$ cat src/rtl/ea_gen_pkg.sv
package ea_gen_pkg;
  localparam logic [3:0] AM_INH    = 4'd0;
  localparam logic [3:0] AM_IMM    = 4'd1;
  localparam logic [3:0] AM_REL    = 4'd2;
  localparam logic [3:0] AM_BIT    = 4'd3;
  localparam logic [3:0] AM_DIR_S  = 4'd4;
  localparam logic [3:0] AM_DIR_L  = 4'd5;
  localparam logic [3:0] AM_IDX_0  = 4'd6;
  localparam logic [3:0] AM_IDX_S  = 4'd7;
  localparam logic [3:0] AM_IDX_L  = 4'd8;
  localparam logic [3:0] AM_IND_S  = 4'd9;
  localparam logic [3:0] AM_IND_L  = 4'd10;
  localparam logic [3:0] AM_INDX_S = 4'd11;
  localparam logic [3:0] AM_INDX_L = 4'd12;

  typedef struct packed {
    logic no_addr;
    logic indirect;
    logic word_ptr;
    logic long_op;
    logic indexed;
    logic zero_base;
    logic short_res;
  } mode_attr_t;

  function automatic mode_attr_t decode_mode(input logic [3:0] m);
    mode_attr_t a;
    a = '0;
    case (m)
      AM_DIR_S:  a.short_res = 1'b1;
      AM_DIR_L:  a.long_op   = 1'b1;
      AM_IDX_0:  begin a.indexed = 1'b1; a.zero_base = 1'b1; a.short_res = 1'b1; end
      AM_IDX_S:  begin a.indexed = 1'b1; a.short_res = 1'b1; end
      AM_IDX_L:  begin a.indexed = 1'b1; a.long_op = 1'b1; end
      AM_IND_S:  begin a.indirect = 1'b1; a.short_res = 1'b1; end
      AM_IND_L:  begin a.indirect = 1'b1; a.word_ptr = 1'b1; end
      AM_INDX_S: begin a.indirect = 1'b1; a.indexed = 1'b1; a.short_res = 1'b1; end
      AM_INDX_L: begin a.indirect = 1'b1; a.word_ptr = 1'b1; a.indexed = 1'b1; end
      default:   a.no_addr = 1'b1;
    endcase
    return a;
  endfunction
endpackage

$ cat src/rtl/ea_index_add.sv
module ea_index_add #(
  parameter int ADDR_W = 16,
  parameter int IDX_W  = 8
) (
  input  logic [ADDR_W-1:0] base_i,
  input  logic [IDX_W-1:0]  idx_i,
  input  logic              en_i,
  output logic [ADDR_W-1:0] sum_o
);
  // zero-extended index: short bases keep the carry into bit IDX_W
  always_comb sum_o = en_i ? base_i + ADDR_W'(idx_i) : base_i;
endmodule

$ cat src/rtl/ea_ptr_fsm.sv
module ea_ptr_fsm #(
  parameter int BYTE_W = 8
) (
  input  logic                  clk_i,
  input  logic                  rst_ni,
  input  logic                  launch_i,
  input  logic                  word_i,
  input  logic [BYTE_W-1:0]     ptr_i,
  input  logic [BYTE_W-1:0]     mem_rdata_i,
  output logic                  mem_re_o,
  output logic [BYTE_W-1:0]     mem_addr_o,
  output logic                  busy_o,
  output logic                  fin_o,
  output logic [2*BYTE_W-1:0]   ptr_val_o
);
  localparam int ADDR_W = 2 * BYTE_W;

  typedef enum logic [1:0] {S_IDLE, S_RD_FIRST, S_RD_SECOND, S_FIN} state_e;

  state_e            state_q;
  logic [BYTE_W-1:0] ptr_q;
  logic [BYTE_W-1:0] hi_q;
  logic              word_q;

  always_ff @(posedge clk_i or negedge rst_ni) begin
    if (!rst_ni) begin
      state_q <= S_IDLE;
      ptr_q   <= '0;
      hi_q    <= '0;
      word_q  <= 1'b0;
    end else begin
      case (state_q)
        S_IDLE: if (launch_i) begin
          ptr_q   <= ptr_i;
          word_q  <= word_i;
          state_q <= S_RD_FIRST;
        end
        S_RD_FIRST:  state_q <= word_q ? S_RD_SECOND : S_FIN;
        S_RD_SECOND: begin
          hi_q    <= mem_rdata_i; // data of the first read
          state_q <= S_FIN;
        end
        default:     state_q <= S_IDLE;
      endcase
    end
  end

  always_comb begin
    mem_re_o   = (state_q == S_RD_FIRST) || (state_q == S_RD_SECOND);
    mem_addr_o = (state_q == S_RD_SECOND) ? ptr_q + BYTE_W'(1) : ptr_q; // wraps in page zero
    busy_o     = (state_q != S_IDLE);
    fin_o      = (state_q == S_FIN);
    ptr_val_o  = word_q ? {hi_q, mem_rdata_i} : ADDR_W'(mem_rdata_i);
  end

  a_r12_no_launch_busy: assert property (@(posedge clk_i) disable iff (!rst_ni)
    busy_o |-> !launch_i);
  a_r8_second_addr: assert property (@(posedge clk_i) disable iff (!rst_ni)
    (state_q == S_RD_SECOND) |-> mem_addr_o == BYTE_W'($past(mem_addr_o) + 1'b1));
  a_r7_byte_read_fin: assert property (@(posedge clk_i) disable iff (!rst_ni)
    (mem_re_o && !word_q) |=> fin_o);
endmodule

$ cat src/rtl/ea_gen.sv
module ea_gen
  import ea_gen_pkg::*;
#(
  parameter int BYTE_W = 8
) (
  input  logic                clk_i,
  input  logic                rst_ni,
  input  logic                start_i,
  input  logic [3:0]          mode_i,
  input  logic [BYTE_W-1:0]   op_hi_i,
  input  logic [BYTE_W-1:0]   op_lo_i,
  input  logic [BYTE_W-1:0]   x_i,
  input  logic [BYTE_W-1:0]   mem_rdata_i,
  output logic                mem_re_o,
  output logic [BYTE_W-1:0]   mem_addr_o,
  output logic                busy_o,
  output logic                done_o,
  output logic                no_addr_o,
  output logic [2*BYTE_W-1:0] ea_o
);
  localparam int ADDR_W    = 2 * BYTE_W;
  localparam int SHORT_MAX = 2 * ((1 << BYTE_W) - 1);

  mode_attr_t        attr;
  logic              accept, launch, fsm_busy, fsm_fin;
  logic [ADDR_W-1:0] dir_base, dir_ea, ptr_val, ptr_ea;
  logic [BYTE_W-1:0] x_q;
  logic              idx_q, short_q, indirect_q;
  logic              done_q, no_addr_q;
  logic [ADDR_W-1:0] ea_q;

  always_comb begin
    attr   = decode_mode(mode_i);
    accept = start_i && !fsm_busy;
    launch = accept && attr.indirect;
    if (attr.zero_base)    dir_base = '0;
    else if (attr.long_op) dir_base = {op_hi_i, op_lo_i};
    else                   dir_base = ADDR_W'(op_lo_i);
  end

  ea_index_add #(.ADDR_W(ADDR_W), .IDX_W(BYTE_W)) u_dir_add (
    .base_i (dir_base),
    .idx_i  (x_i),
    .en_i   (attr.indexed),
    .sum_o  (dir_ea)
  );

  ea_ptr_fsm #(.BYTE_W(BYTE_W)) u_ptr_fsm (
    .clk_i       (clk_i),
    .rst_ni      (rst_ni),
    .launch_i    (launch),
    .word_i      (attr.word_ptr),
    .ptr_i       (op_lo_i),
    .mem_rdata_i (mem_rdata_i),
    .mem_re_o    (mem_re_o),
    .mem_addr_o  (mem_addr_o),
    .busy_o      (fsm_busy),
    .fin_o       (fsm_fin),
    .ptr_val_o   (ptr_val)
  );

  ea_index_add #(.ADDR_W(ADDR_W), .IDX_W(BYTE_W)) u_ptr_add (
    .base_i (ptr_val),
    .idx_i  (x_q),
    .en_i   (idx_q),
    .sum_o  (ptr_ea)
  );

  always_ff @(posedge clk_i or negedge rst_ni) begin
    if (!rst_ni) begin
      done_q     <= 1'b0;
      no_addr_q  <= 1'b0;
      ea_q       <= '0;
      x_q        <= '0;
      idx_q      <= 1'b0;
      short_q    <= 1'b0;
      indirect_q <= 1'b0;
    end else begin
      done_q <= 1'b0;
      if (fsm_fin) begin
        done_q    <= 1'b1;
        no_addr_q <= 1'b0;
        ea_q      <= ptr_ea;
      end else if (accept) begin
        x_q        <= x_i;
        idx_q      <= attr.indexed;
        short_q    <= attr.short_res;
        indirect_q <= attr.indirect;
        if (attr.no_addr) begin
          done_q    <= 1'b1;
          no_addr_q <= 1'b1;
          ea_q      <= '0;
        end else if (!attr.indirect) begin
          done_q    <= 1'b1;
          no_addr_q <= 1'b0;
          ea_q      <= dir_ea;
        end
      end
    end
  end

  assign busy_o    = fsm_busy;
  assign done_o    = done_q;
  assign no_addr_o = no_addr_q;
  assign ea_o      = ea_q;

  a_r13_done_not_busy: assert property (@(posedge clk_i) disable iff (!rst_ni)
    done_o |-> !busy_o);
  a_r5_short_range: assert property (@(posedge clk_i) disable iff (!rst_ni)
    (done_o && short_q) |-> (ea_o <= ADDR_W'(SHORT_MAX)));
  a_r11_noaddr_clean: assert property (@(posedge clk_i) disable iff (!rst_ni)
    (done_o && no_addr_o) |-> (ea_o == '0 && !$past(mem_re_o)));
  a_r7_read_before_done: assert property (@(posedge clk_i) disable iff (!rst_ni)
    (done_o && indirect_q) |-> $past(mem_re_o, 2));
endmodule

$ cat config.mk
export PLATFORM = sky130hd
export DESIGN_NAME = ea_gen
export DESIGN_NICKNAME = d
export VERILOG_FILES = /design/src/rtl/ea_gen_pkg.sv /design/src/rtl/ea_index_add.sv /design/src/rtl/ea_ptr_fsm.sv /design/src/rtl/ea_gen.sv
export SDC_FILE = /design/constraint.sdc
export NUM_CORES = 1
export LEC_CHECK = 0
export CAP_MARGIN = 5
export CORE_ASPECT_RATIO = 0.9
export CORE_MARGIN = 2
export CORE_UTILIZATION = 39
export CTS_CLUSTER_SIZE = 25
export DETAILED_ROUTE_END_ITERATION = 10
export DONT_BUFFER_PORTS = 1
export PLACE_DENSITY = 0.49
export SLEW_MARGIN = 20
export SYNTH_ARGS = -nofsm -noshare
export SYNTH_HDL_FRONTEND = slang
export SYNTH_HIERARCHICAL = 1
export SYNTH_SLANG_ARGS = --single-unit
$ cat constraint.sdc
create_clock -name clk_i -period 2.65 [get_ports clk_i]
set_clock_uncertainty 0.05 [all_clocks]
set_input_delay 0.795 -clock clk_i [delete_from_list [all_inputs] [get_ports clk_i]]
set_output_delay 0.795 -clock clk_i [all_outputs]
set_load 0.03 [all_outputs]
==> results.txt, run 1 <==
Yosys mapped the design onto 65 distinct sky130hd cell types. The total routed wirelength is 9510 µm. The area of the core is 9210 µm². Yosys printed 6 warnings. The checks that failed: negative setup slack. The number of standard cells in the final layout excluding fillers came out at 539. The number of top-level pins is 67.

The number of antenna diodes in the final layout is 0. The filler cell count in the final layout is 898. The highest ir drop seen on vdd came out at 0.718 mV. The most used flip-flop cell after synthesis is sky130_fd_sc_hd__dfrtp_1. STA classifies the critical path endpoint as a flop. For this run the aggregate overflow at the end of global routing stands at 0. The cell count after synthesis came out at 385.

Detailed placement finished with a half-perimeter wire length of between 7000 and 8000 µm. The CTS tree is yes. In the final layout, the multi-input gates occupy 2470 µm². The share of the clock period used by the worst path is 1.01.

The fraction of registers with async set/reset is 1.00. The floorplan step set the die height to around 97 µm. Sorting the synthesized cells by how often they occur yields sky130_fd_sc_hd__dfrtp_1, sky130_fd_sc_hd__mux2_2, sky130_fd_sc_hd__a21oi_1. The maximum number of pins on one net before global-route repair is 47. The transition at the pin with the smallest max-transition slack came out at ~0.55 ns.

The count of placed standard cells including taps is 529. The data arrival time of the worst path is about 2.8 ns. Setup violations remaining at the end of the flow were counted as 3. Setup total negative slack on the finished layout was measured at -0.0695 ns. The longest clock path from root to sink contains 2 buffers. The number of buffers created by CTS came out at 5. The maximum fanout along the worst path came out at 10.

The final design utilization came out at 0.471. For this run, the total global-route usage over all layers was measured as 0.189. The clock insertion delay at the later pin of the skew report came out at roughly 0.3 ns.

The share of post-route cells with drive strength above 1 came out at 0.331. The number of flops mapped to enable cells by yosys is 0. After the first detailed-routing iteration, the DRC count stood at 120. For this design the static power due to leakage is 1.90 nW. The flow ran to the end, but the final reports show violations.

The count of endpoints failing hold in the final timing report came to 0. The tree is rooted in a sky130_fd_sc_hd__clkbuf_8. The average size of a mapped cell came out at 9.70 µm². The number of nets at the end of the flow came out at roughly 480.

The final route contains between 2000 and 3000 vias. In this run, synthesis produced a sequential element count of 46. The CTS H-tree depth came out at 2. The initial antenna violation count came out at 0. By startpoint and endpoint, the worst setup path is classified as in -> reg. The most instantiated library cell after synthesis is sky130_fd_sc_hd__dfrtp_1.

The launching element type of the critical path is a primary input. The initial core utilization came out at 0.406. Data on the critical path is required at its endpoint by 2.77 ns.

The horizontal extent of the die came out at between 100 and 150 µm. The final estimated routing congestion in global placement came out at ~0.85. The sequential element share of the synthesized area came out at 0.308. In the post-synthesis netlist, the biggest area contributors are sky130_fd_sc_hd__dfrtp_1, sky130_fd_sc_hd__mux2_2, sky130_fd_sc_hd__ha_1, sky130_fd_sc_hd__a221oi_2, sky130_fd_sc_hd__xnor2_1. The final worst-path setup slack is -0.0382 ns. The total die area came out at roughly 10000 µm². For this run, the top clock speed supported by timing is about 370 MHz. The final critical path time including I/O delays and setup came out at 2.69 ns. The synthesis-to-finish area growth is 16.2%. The power density over the cells is 1040 nW/µm².

The number of clock sinks came out at between 40 and 50. Using the TritonRoute via totals, the vias-per-cell ratio works out to 5.42. The detailed-router iteration count before antenna repair is 5. The number of input and output port buffers inserted came out at 0.

The number of core rows is 33. The class of the most critical hold timing path is in -> async. The first-pass GRT wire length came out at 15500 µm. The cell accounting for the most synthesized area is sky130_fd_sc_hd__dfrtp_1. The worst max-slew margin expressed relative to the limit came out at 0.634. The via count of the first global-routing pass is 2973. Setup repair after global routing could not meet its margin everywhere. The cell area after synthesis is approximately 3700 µm².

In the routed design, unresolved DRC markers number 0. The count of antenna-violating nets left after detailed routing came out at 0. The portion of synthesized cell area occupied by the leading cell type came out at 0.308. In the final routed layout, each cell accounts on average for ~18 µm. OpenSTA, run right after detailed placement, puts the worst setup slack at -0.435 ns. The sequential cell area in the final layout is 1150 µm².

The number of pins exceeding their max-slew limit in the final report came out at 0. The post-CTS clock slew at the launch and capture registers of the worst setup and hold paths came out at around 0.090 ns. The synthesized net count is ~450. Max-cap violations in this run came to 0.
-- what timing repair did --
action                                  in CTS  in global routing
endpoints found under the hold margin        0                  0
gates resized for setup                      9                 12
pin swaps                                    6                 10
hold buffers                                 0                  0
endpoints found under the setup margin      13                 15
setup buffers                                0                  2
-- stage by stage --
stage	hold WS [ns]	power, mW	instance area [µm²]
3_3_place_gp	0.414	3.88	4120
6_report	0.124	4.50	4340
3_5_place_dp	0.418	3.93	4120
2_1_floorplan	0.400	3.37	3800
5_1_grt	0.0936	4.86	4340
4_1_cts	0.107	4.52	4280
-- routing by layer --
metal / vias up / global-route usage / part of all wire
li1: 1435 / - / -
met1: 1410 / 0.244 / 0.44
met2: 70 / 0.317 / 0.49
met3: 5 / 0.0526 / 0.064
met4: 0 / 0.0370 / 0.0062
met5: - / 0 / 0
-- state kept, by name, indices dropped and copies added (netlist names) --
register,flops
u_ptr_fsm/word_q,1
x_q,8
u_ptr_fsm/hi_q,8
idx_q,1
done_o,1
u_ptr_fsm/state_q,2
ea_o,16
no_addr_o,1
u_ptr_fsm/ptr_q,8
-- cells in the final DEF, fill, tap and decap left out, types with 3 or more instances in the layout --
cell / synthesis / final
sky130_fd_sc_hd__a211oi_2: 3 / 3
sky130_fd_sc_hd__a21o_1: 6 / 6
sky130_fd_sc_hd__a21oi_1: 27 / 25
sky130_fd_sc_hd__a221oi_1: 6 / 4
sky130_fd_sc_hd__a221oi_2: 10 / 12
sky130_fd_sc_hd__and2_1: 16 / 16
sky130_fd_sc_hd__and3_1: 4 / 4
sky130_fd_sc_hd__buf_4: 10 / 48
sky130_fd_sc_hd__clkbuf_8: 0 / 5
sky130_fd_sc_hd__dfrtp_1: 46 / 45
sky130_fd_sc_hd__ha_1: 22 / 20
sky130_fd_sc_hd__inv_1: 26 / 25
sky130_fd_sc_hd__mux2_1: 5 / 5
sky130_fd_sc_hd__mux2_2: 31 / 29
sky130_fd_sc_hd__mux2_4: 1 / 3
sky130_fd_sc_hd__nand2_1: 18 / 15
sky130_fd_sc_hd__nand2_2: 1 / 3
sky130_fd_sc_hd__nand2b_1: 7 / 7
sky130_fd_sc_hd__nand3_1: 5 / 4
sky130_fd_sc_hd__nand4_1: 6 / 6
sky130_fd_sc_hd__nor2_1: 15 / 15
sky130_fd_sc_hd__nor2b_1: 12 / 11
sky130_fd_sc_hd__nor3_1: 5 / 4
sky130_fd_sc_hd__o211ai_1: 3 / 3
sky130_fd_sc_hd__o21ai_0: 13 / 11
sky130_fd_sc_hd__o22ai_1: 4 / 4
sky130_fd_sc_hd__xnor2_1: 17 / 14
sky130_fd_sc_hd__xnor2_2: 0 / 3
sky130_fd_sc_hd__xor2_1: 11 / 11
-- path summary, 6_finish.rpt --
check                      cells after the start  slack [ns]                          endpoint                              from
setup / recovery                              11       -0.04              ea_o[12]$_DFFE_PN0P_                         mode_i[3]
hold / removal                                 0        0.12     u_ptr_fsm/hi_q[4]$_DFFE_PN0P_                            rst_ni
setup reg to reg                               7        0.38               ea_o[3]$_DFFE_PN0P_  u_ptr_fsm/state_q[1]$_DFFE_PN0P_
hold reg to reg                                1        0.44     u_ptr_fsm/hi_q[6]$_DFFE_PN0P_     u_ptr_fsm/hi_q[6]$_DFFE_PN0P_
max in group asynchronous                      0        2.33  u_ptr_fsm/state_q[0]$_DFFE_PN0P_                            rst_ni
min in group clk_i                             1        0.44     u_ptr_fsm/hi_q[6]$_DFFE_PN0P_     u_ptr_fsm/hi_q[6]$_DFFE_PN0P_
-- where the power goes --
group	total [mW]	internal, mW	switching, mW
Clock	0.547	0.282	0.265
Sequential	1.63	1.06	0.578
Combinational	2.32	1.09	1.22
-- layout make-up --
cell class,instances,share of cell area
Clock buffer,6,0.0167
Clock inverter,2,0.00865
Inverter,26,0.0225
Multi-Input combinational cell,289,0.568
Sequential cell,46,0.265
Tap cell,122,0.0352
Timing Repair Buffer,48,0.0830
-- logic make-up after synthesis --
group,after synthesis,synth area share
compound gates,96,0.201
xor+xnor,28,0.0656
fa+ha+maj,24,0.0844
buf+inv,50,0.0676
flops,46,0.308
mux,38,0.115
simple gates,103,0.158
-- critical path, stage by stage --
cell                       delay [ns]
sky130_fd_sc_hd__nor3_4          0.20
sky130_fd_sc_hd__nor2b_1         0.09
sky130_fd_sc_hd__ha_2            0.19
sky130_fd_sc_hd__fa_2            0.37
sky130_fd_sc_hd__a211oi_4        0.27
sky130_fd_sc_hd__o21ai_1         0.11
sky130_fd_sc_hd__a31o_2          0.29
sky130_fd_sc_hd__nand4_1         0.10
sky130_fd_sc_hd__xnor2_1         0.09
sky130_fd_sc_hd__a221oi_2        0.23
sky130_fd_sc_hd__a21oi_1         0.07
Power figures use the tool's default switching activity.
==> run 2, diff against run 1 <==
Settings changed: ABC_AREA set to 1, CORE_MARGIN 2 to 3.
==> results.txt, run 2 <==
The synthesis-to-finish area growth is 18.2% (was 16.2%). The detailed-route wire length per cell came to 14.3 µm (was 17.6 µm). The power density over the cells came out at 888 nW/µm² (was 1040 nW/µm²).

The number of flops mapped to enable cells by yosys came out at 0 (unchanged). The final critical path time including I/O delays and setup came to 2.56 ns (was 2.69 ns). The cell accounting for the most synthesized area is sky130_fd_sc_hd__nand2_1 (was sky130_fd_sc_hd__dfrtp_1). The number of pins exceeding their max-slew limit in the final report came out at 0 (unchanged). The most instantiated library cell after synthesis was sky130_fd_sc_hd__nand2_1 (was sky130_fd_sc_hd__dfrtp_1). The cell count after synthesis came out at 734 (was 385). The detailed placement HPWL is 10200 µm (was 7470 µm).

The reported leakage power is 2.90 nW (was 1.90 nW). The cell area after synthesis came to 4340 µm² (was 3740 µm²). The number of buffers created by CTS came to 5 (unchanged).

The die outline height came out at 106 µm (was 96.9 µm). The mux cell area share after synthesis is 0 (was 0.115). The area of the core was 10600 µm² (was 9210 µm²). The CTS tree is yes (unchanged).

The number of input and output port buffers inserted came out at 0 (unchanged). The basic-gate share of the synthesized area counting and, or, nand and nor cells is 0.472 (was 0.158). The count of placed standard cells including taps came out at 899 (was 529).

The first-iteration detailed-routing DRC count was 272 (was 120). Setup repair after global routing missed its margin: true (unchanged). The fraction of registers with async set/reset came to 1.00 (unchanged). The final worst-path setup slack came out at 0.0876 ns (was -0.0382 ns). The total negative setup slack was 0 ns (was -0.0695 ns). The share of post-route cells with drive strength above 1 came out at 0.168 (was 0.331). The number of warnings printed during yosys synthesis is 6 (unchanged). The required arrival time at the worst endpoint came out at 1.81 ns (was 2.77 ns).

The count of buffer and inverter cells on the critical path is 2 (was 0). The maximum number of buffers from clock root to sink is 2 (unchanged). The count of maximum capacitance violations came out at 0 (unchanged). The count of antenna-violating nets left after detailed routing is 0 (unchanged). The share of synthesized cell area in full adder, half adder and majority cells came out at 0.0726 (was 0.0844). The sequential element share of the synthesized area came out at 0.265 (was 0.308).

The via count of the first global-routing pass came out at 4225 (was 2973). The number of antenna diodes came out at 0 (unchanged). The main combinational cell family by area after synthesis is simple AND/OR/NAND/NOR gates (was compound AO/OA/AOI/OAI gates). The stage delay of the slowest cell on the critical path came out at 0.44 ns (was 0.37 ns). The root buffer cell was sky130_fd_sc_hd__clkbuf_16 (was sky130_fd_sc_hd__clkbuf_8).

The transition at the pin with the smallest max-transition slack is 0.539 ns (was 0.549 ns). The portion of synthesized cell area occupied by the leading cell type came to 0.282 (was 0.308). The launching element type of the critical path is a flop (was primary input). The flip-flop count of the largest register, all copies and words added came out at 16 (unchanged).

The maximum fanout along the worst path is 7 (was 10). The pre-CTS setup slack is -0.336 ns (was -0.435 ns). The total routed wirelength is 13000 µm (was 9510 µm). The number of core rows was 35 (was 33). The initial antenna violation count came out at 0 (unchanged). The share of the clock period used by the worst path came out at 0.967 (was 1.01).

The horizontal extent of the die came out at 117 µm (was 107 µm). The setup violation total in the final timing report is 0 (was 3). The synthesized net count came out at 797 (was 448). The fraction of synthesized cell area in xor and xnor cells came out at 0.0121 (was 0.0656). The most used flip-flop cell after synthesis was sky130_fd_sc_hd__dfrtp_1 (unchanged). The highest achievable clock rate came out at 390 MHz (was 372 MHz).

The clock insertion delay at the later pin of the skew report came to 0.29 ns (was 0.30 ns). The leading cell type in the layout, fill and taps excluded is sky130_fd_sc_hd__nand2_1 (was sky130_fd_sc_hd__buf_4). The average size of a mapped cell is 5.92 µm² (was 9.70 µm²).

The data arrival time of the worst path was 1.72 ns (was 2.81 ns). The number of clock sinks came out at 46 (unchanged). The flip-flop and latch count after synthesis is 46 (unchanged). The cell area after placement is 4690 µm² (was 4120 µm²). Commonest cells after routing, fill and taps aside: sky130_fd_sc_hd__nand2_1, sky130_fd_sc_hd__inv_1, sky130_fd_sc_hd__nand3_1 (was sky130_fd_sc_hd__buf_4, sky130_fd_sc_hd__dfrtp_1, sky130_fd_sc_hd__mux2_2).

The number of standard cells in the final layout excluding fillers was 912 (was 539). The detailed-router iteration count before antenna repair is 5 (unchanged). The CTS H-tree depth was 2 (unchanged).

Synth cell count leaders: sky130_fd_sc_hd__nand2_1, sky130_fd_sc_hd__inv_1, sky130_fd_sc_hd__nor2_1 (was sky130_fd_sc_hd__dfrtp_1, sky130_fd_sc_hd__mux2_2, sky130_fd_sc_hd__a21oi_1). The DRC violation count after routing is 0 (unchanged). Result of the run: finished, final reports clean (was complete, but fails checks).

The share of the synthesized area in compound gates (AO/OA/AOI/OAI) came out at 0.0469 (was 0.201). Chain of cells forming the critical path: inv_1, ha_2, nand2_2, nor2_4, xor2_1, buf_4 (was nor3_4, nor2b_1, ha_2, fa_2, a211oi_4, o21ai_1, a31o_2, nand4_1, xnor2_1, a221oi_2, a21oi_1). The number of nets at the end of the flow came out at 826 (was 479).

The first-pass GRT wire length is 21300 µm (was 15500 µm). The class of the most critical hold timing path is in -> async (unchanged). The final estimated routing congestion in global placement came out at 0.933 (was 0.845). The worst max-slew margin expressed relative to the limit came to 0.640 (was 0.634).

The cell area after layout came out at 5130 µm² (was 4340 µm²). The maximum number of pins on one net before global-route repair is 47 (unchanged). The count of endpoints failing hold in the final timing report is 0 (unchanged). The number of top-level pins is 67 (unchanged).

The overall via count from detail_route was 4411 (was 2920). The combined global-route utilization of all metal layers is 0.217 (was 0.189). The cell with the largest stage delay on the worst path was sky130_fd_sc_hd__dfrtp_1 (was sky130_fd_sc_hd__fa_2). The register bank with the most flops is ea_o (unchanged). The type of element capturing the critical path is an output pin (was flop). The aggregate global routing overflow came out at 0 (unchanged). The family with the most delay on the worst path is flip-flops (was compound AO/OA/AOI/OAI gates).

Main area contributors after synthesis: sky130_fd_sc_hd__nand2_1, sky130_fd_sc_hd__dfrtp_1, sky130_fd_sc_hd__inv_1, sky130_fd_sc_hd__nand3_1, sky130_fd_sc_hd__ha_1 (was sky130_fd_sc_hd__dfrtp_1, sky130_fd_sc_hd__mux2_2, sky130_fd_sc_hd__ha_1, sky130_fd_sc_hd__a221oi_2, sky130_fd_sc_hd__xnor2_1). The critical path class is reg -> out (was in -> reg). The number of distinct library cells after synthesis was 33 (was 65).

The initial core utilization came to 0.412 (was 0.406). The post-CTS clock slew at the launch and capture registers of the worst setup and hold paths came out at 0.07 ns (was 0.09 ns). The highest ir drop seen on vdd came out at 0.313 mV (was 0.718 mV). The number of buffers inserted by hold repair at cts was 0 (unchanged). The number of vias per cell came out at 4.84 (was 5.42). The total die area is 12400 µm² (was 10400 µm²).
## run 2: timing repair
action,in CTS,in global routing
gates cloned,0,0
pin swaps,0,18
resized for setup,2,59
setup buffers,0,5
endpoints found under the setup margin,6,17
## run 2: cell families after synthesis
family	Yosys count
flops	46
xor+xnor	6
fa+ha+maj	24
compound gates	37
buf+inv	134
simple gates	487
## run 2: final cells by class
type,instances,area [µm²]
clock buffers,5,125
clock inverters,3,48.8
fillers,1112,5420
inverters,108,413
multi-input cells,554,2840
flip-flops and latches,46,1150
well taps,148,185
repair buffers,48,368
## run 2: per-layer routing
layer  GRT usage  vias to the layer above  share of wire
met5           0                        -              0
met3      0.0353                       12          0.052
met1       0.301                     2011           0.47
met4      0.0426                        0          0.013
met2       0.355                       99           0.46
li1            -                     2289              -
## run 2: worst paths after layout
path | from | to | slack, ns | cells after the start
hold reg to reg | u_ptr_fsm/hi_q[4]$_DFFE_PN0P_ | u_ptr_fsm/hi_q[4]$_DFFE_PN0P_ | 0.43 | 2
setup / recovery | u_ptr_fsm/state_q[0]$_DFFE_PN0P_ | mem_addr_o[3] | 0.09 | 6
min in group clk_i | u_ptr_fsm/hi_q[4]$_DFFE_PN0P_ | u_ptr_fsm/hi_q[4]$_DFFE_PN0P_ | 0.43 | 2
hold / removal | rst_ni | u_ptr_fsm/hi_q[7]$_DFFE_PN0P_ | 0.14 | 0
max in group asynchronous | rst_ni | done_o$_DFF_PN0_ | 2.30 | 0
setup reg to reg | u_ptr_fsm/state_q[0]$_DFFE_PN0P_ | u_ptr_fsm/ptr_q[4]$_DFFE_PN0P_ | 0.38 | 8
## run 2: where the power goes
group | leakage, nW | internal, mW | switching (mW) | total, mW
sequential | 0.570 | 0.987 | 0.439 | 1.43
clock | 0.0819 | 0.453 | 0.320 | 0.773
combinational | 2.25 | 0.767 | 1.59 | 2.36
total | 2.90 | 2.21 | 2.35 | 4.56
## run 2: worst register-to-register path, stage by stage, from the launching register on
cell and delay, ns:
sky130_fd_sc_hd__dfrtp_1 0.44, sky130_fd_sc_hd__inv_1 0.11, sky130_fd_sc_hd__ha_1 0.23, sky130_fd_sc_hd__inv_1 0.21, sky130_fd_sc_hd__nor2_1 0.18, sky130_fd_sc_hd__a21boi_0 0.26, sky130_fd_sc_hd__nand2_1 0.38, sky130_fd_sc_hd__nor2_1 0.22
sky130_fd_sc_hd__a21oi_1 0.06
## run 2: metrics by stage
stage          power (mW)  utilization  hold WS [ns]
2_1_floorplan        3.16            -         0.392
3_3_place_gp         3.71        0.445         0.407
3_5_place_dp         3.73        0.445         0.409
4_1_cts              4.53        0.461         0.131
5_1_grt              4.97        0.486         0.122
6_report             4.56        0.486         0.138
==> run 3, diff against run 2 <==
Settings changed: MAX_ROUTING_LAYER set to met4.
==> results.txt, run 3 (synthesis results as in run 2) <==
The setup violation total in the final timing report was 0 (unchanged). The worst reg-to-reg setup slack is 0.30 ns (was 0.38 ns). The number of core rows is 35 (unchanged).

The cell with the largest stage delay on the worst path was sky130_fd_sc_hd__dfrtp_1 (unchanged). The register bank with the most flops is ea_o (unchanged). The worst max-slew margin expressed relative to the limit is 0.649 (was 0.640).

The family with the most delay on the worst path is simple AND/OR/NAND/NOR gates (was flip-flops). The number of standard cells in the final layout excluding fillers is 909 (was 912). The total power consumption of the routed design is 4.56 mW (about the same). The worst slack on hold paths is 0.133 ns (was 0.138 ns). The number of cells on the worst reg-to-reg path came out at 8 (unchanged). The type of element capturing the critical path is an output pin (unchanged). The horizontal extent of the die came to 117 µm (unchanged).

The maximum number of buffers from clock root to sink is 2 (unchanged). The number of buffers created by CTS came out at 5 (unchanged). The highest achievable clock rate is 400 MHz (was 390 MHz). The via count of the first global-routing pass is 4273 (was 4225). The final worst-path setup slack is 0.152 ns (was 0.0876 ns). The critical path class was reg -> out (unchanged). The pre-CTS setup slack is -0.325 ns (was -0.336 ns). The share of the clock period used by the worst path is 0.943 (was 0.967). The highest ir drop seen on vdd was 0.323 mV (was 0.313 mV). The beginning of the worst register-to-register path is u_ptr_fsm/state_q[0]$_DFFE_PN0P_ (unchanged). The CTS tree was yes (unchanged). The count of maximum capacitance violations came out at 0 (unchanged). The number of top-level pins was 67 (unchanged).

The detailed-route wire length per cell came out at 14.2 µm (was 14.3 µm). The final estimated routing congestion in global placement is 0.977 (was 0.933). The maximum fanout along the worst path came out at 7 (unchanged). The transition at the pin with the smallest max-transition slack came out at 0.526 ns (was 0.539 ns). The final critical path time including I/O delays and setup came out at 2.50 ns (was 2.56 ns).

The number of antenna diodes is 0 (unchanged). The count of buffer and inverter cells on the critical path came to 1 (was 2). The endpoint of the most critical register-to-register path is u_ptr_fsm/word_q$_DFFE_PN0P_ (was u_ptr_fsm/ptr_q[4]$_DFFE_PN0P_). The number of input and output port buffers inserted is 0 (unchanged). The synthesis-to-finish area growth is 17.6% (was 18.2%).

The stage delay of the slowest cell on the critical path came to 0.44 ns (about the same). Chain of cells forming the critical path: inv_1, ha_4, nand2_2, nor2_4, nand3_1, nand2_1 (was inv_1, ha_2, nand2_2, nor2_4, xor2_1, buf_4). The required arrival time at the worst endpoint is 1.81 ns (about the same). The initial antenna violation count is 0 (unchanged). The DRC violation count after routing came to 0 (unchanged). The leading cell type in the layout, fill and taps excluded is sky130_fd_sc_hd__nand2_1 (unchanged). The cell depth of the worst setup path is 6 (unchanged). The area used by multi-input combinational logic came out at 2840 µm² (about the same). The total routed wirelength came to 12900 µm (was 13000 µm). The total negative setup slack is 0 ns (unchanged). The overall via count from detail_route is 4419 (was 4411).

The CTS H-tree depth came to 2 (unchanged). The area of the core is 10600 µm² (unchanged). The total die area is 12400 µm² (unchanged). The aggregate global routing overflow is 0 (unchanged). The count of antenna-violating nets left after detailed routing is 0 (unchanged). The data arrival time of the worst path came to 1.65 ns (was 1.72 ns).

The sequential cell area in the final layout is 1150 µm² (unchanged). The number of nets at the end of the flow came out at 823 (was 826). The number of clock sinks came out at 46 (unchanged). The combined global-route utilization of all metal layers is 0.221 (was 0.217). The count of endpoints failing hold in the final timing report came out at 0 (unchanged). The root buffer cell is sky130_fd_sc_hd__clkbuf_16 (unchanged). The detailed-router iteration count before antenna repair came out at 4 (was 5). The maximum number of pins on one net before global-route repair is 47 (unchanged).

The post-CTS clock slew at the launch and capture registers of the worst setup and hold paths is 0.07 ns (about the same). The initial core utilization came to 0.412 (unchanged). Commonest cells after routing, fill and taps aside: sky130_fd_sc_hd__nand2_1, sky130_fd_sc_hd__inv_1, sky130_fd_sc_hd__nand3_1 (unchanged). The first-pass GRT wire length came out at 21200 µm (was 21300 µm). The power density over the cells is 893 nW/µm² (was 888 nW/µm²). The first-iteration detailed-routing DRC count came out at 302 (was 272). The die outline height came out at 106 µm (unchanged). The destination of the critical timing path was mem_addr_o[5] (was mem_addr_o[3]).

The reported leakage power came out at 2.89 nW (was 2.90 nW). The launching element type of the critical path was a flop (unchanged). The number of buffers inserted by hold repair at cts is 0 (unchanged).

The detailed placement HPWL is 10200 µm (about the same). The critical path startpoint is u_ptr_fsm/state_q[0]$_DFFE_PN0P_ (unchanged). The count of placed standard cells including taps is 897 (was 899). The flip-flop count of the largest register, all copies and words added came out at 16 (unchanged). The class of the most critical hold timing path is in -> async (unchanged). The filler cell count in the final layout came out at 1127 (was 1112). Result of the run: finished, final reports clean (unchanged).

The number of pins exceeding their max-slew limit in the final report is 0 (unchanged). The share of post-route cells with drive strength above 1 is 0.167 (was 0.168). The number of vias per cell came out at 4.86 (was 4.84).

The clock insertion delay at the later pin of the skew report came out at 0.30 ns (was 0.29 ns).
-- run 3: worst min-delay path by stage --
| stage | end | slack, ns | startpoint |
|---|---|---|---|
| 2_1_floorplan | u_ptr_fsm/hi_q[0]$_DFFE_PN0P_ | 0.39 | u_ptr_fsm/hi_q[0]$_DFFE_PN0P_ |
| 3_3_place_gp | u_ptr_fsm/hi_q[0]$_DFFE_PN0P_ | 0.41 | u_ptr_fsm/hi_q[0]$_DFFE_PN0P_ |
| 3_5_place_dp | u_ptr_fsm/hi_q[4]$_DFFE_PN0P_ | 0.41 | u_ptr_fsm/hi_q[4]$_DFFE_PN0P_ |
| 4_1_cts | ea_o[15]$_DFFE_PN0P_ | 0.13 | rst_ni |
| 5_1_grt | ea_o[13]$_DFFE_PN0P_ | 0.12 | rst_ni |
| 6_report | done_o$_DFF_PN0_ | 0.13 | rst_ni |
-- run 3: worst reg2reg max path, cell delays in order (launching register included) --
cell and delay (ns):
sky130_fd_sc_hd__dfrtp_1 0.44, sky130_fd_sc_hd__inv_1 0.15, sky130_fd_sc_hd__ha_1 0.25, sky130_fd_sc_hd__inv_1 0.21
sky130_fd_sc_hd__nor2_1 0.19, sky130_fd_sc_hd__a21boi_0 0.27, sky130_fd_sc_hd__nand2_1 0.38, sky130_fd_sc_hd__nor2_1 0.24
sky130_fd_sc_hd__a21oi_1 0.06
-- run 3: repair_timing --
action	CTS	global route
resized for setup	3	57
pin swaps	0	23
setup buffers	0	4
setup endpoints to repair	5	16
endpoints found under the hold margin	0	0
-- run 3: per-stage QoR --
stage                util  cell area, µm²
finish              0.484            5110
detailed placement  0.443            4680
global placement    0.443            4680
CTS                 0.460            4860
global route        0.484            5110
floorplan               -            4350
-- run 3: routing by layer --
| layer | up-vias | part of all wire | global-route usage |
|---|---|---|---|
| met2 | 104 | 0.46 | 0.349 |
| met3 | 12 | 0.057 | 0.0364 |
| met5 | - | 0 | - |
| met1 | 2014 | 0.46 | 0.294 |
| li1 | 2289 | - | - |
| met4 | 0 | 0.016 | 0.0541 |
-- run 3: final cells by class --
class	instances	area share
clock buffer	5	0.0245
clock inverter	3	0.00955
inverter	108	0.0808
multi-input combinational	554	0.555
sequential	46	0.225
tap	148	0.0362
timing repair buffer	45	0.0683
-- run 3: report_power, final --
group	internal (mW)	switching [mW]
Sequential	0.988	0.437
Clock	0.453	0.325
Combinational	0.774	1.59
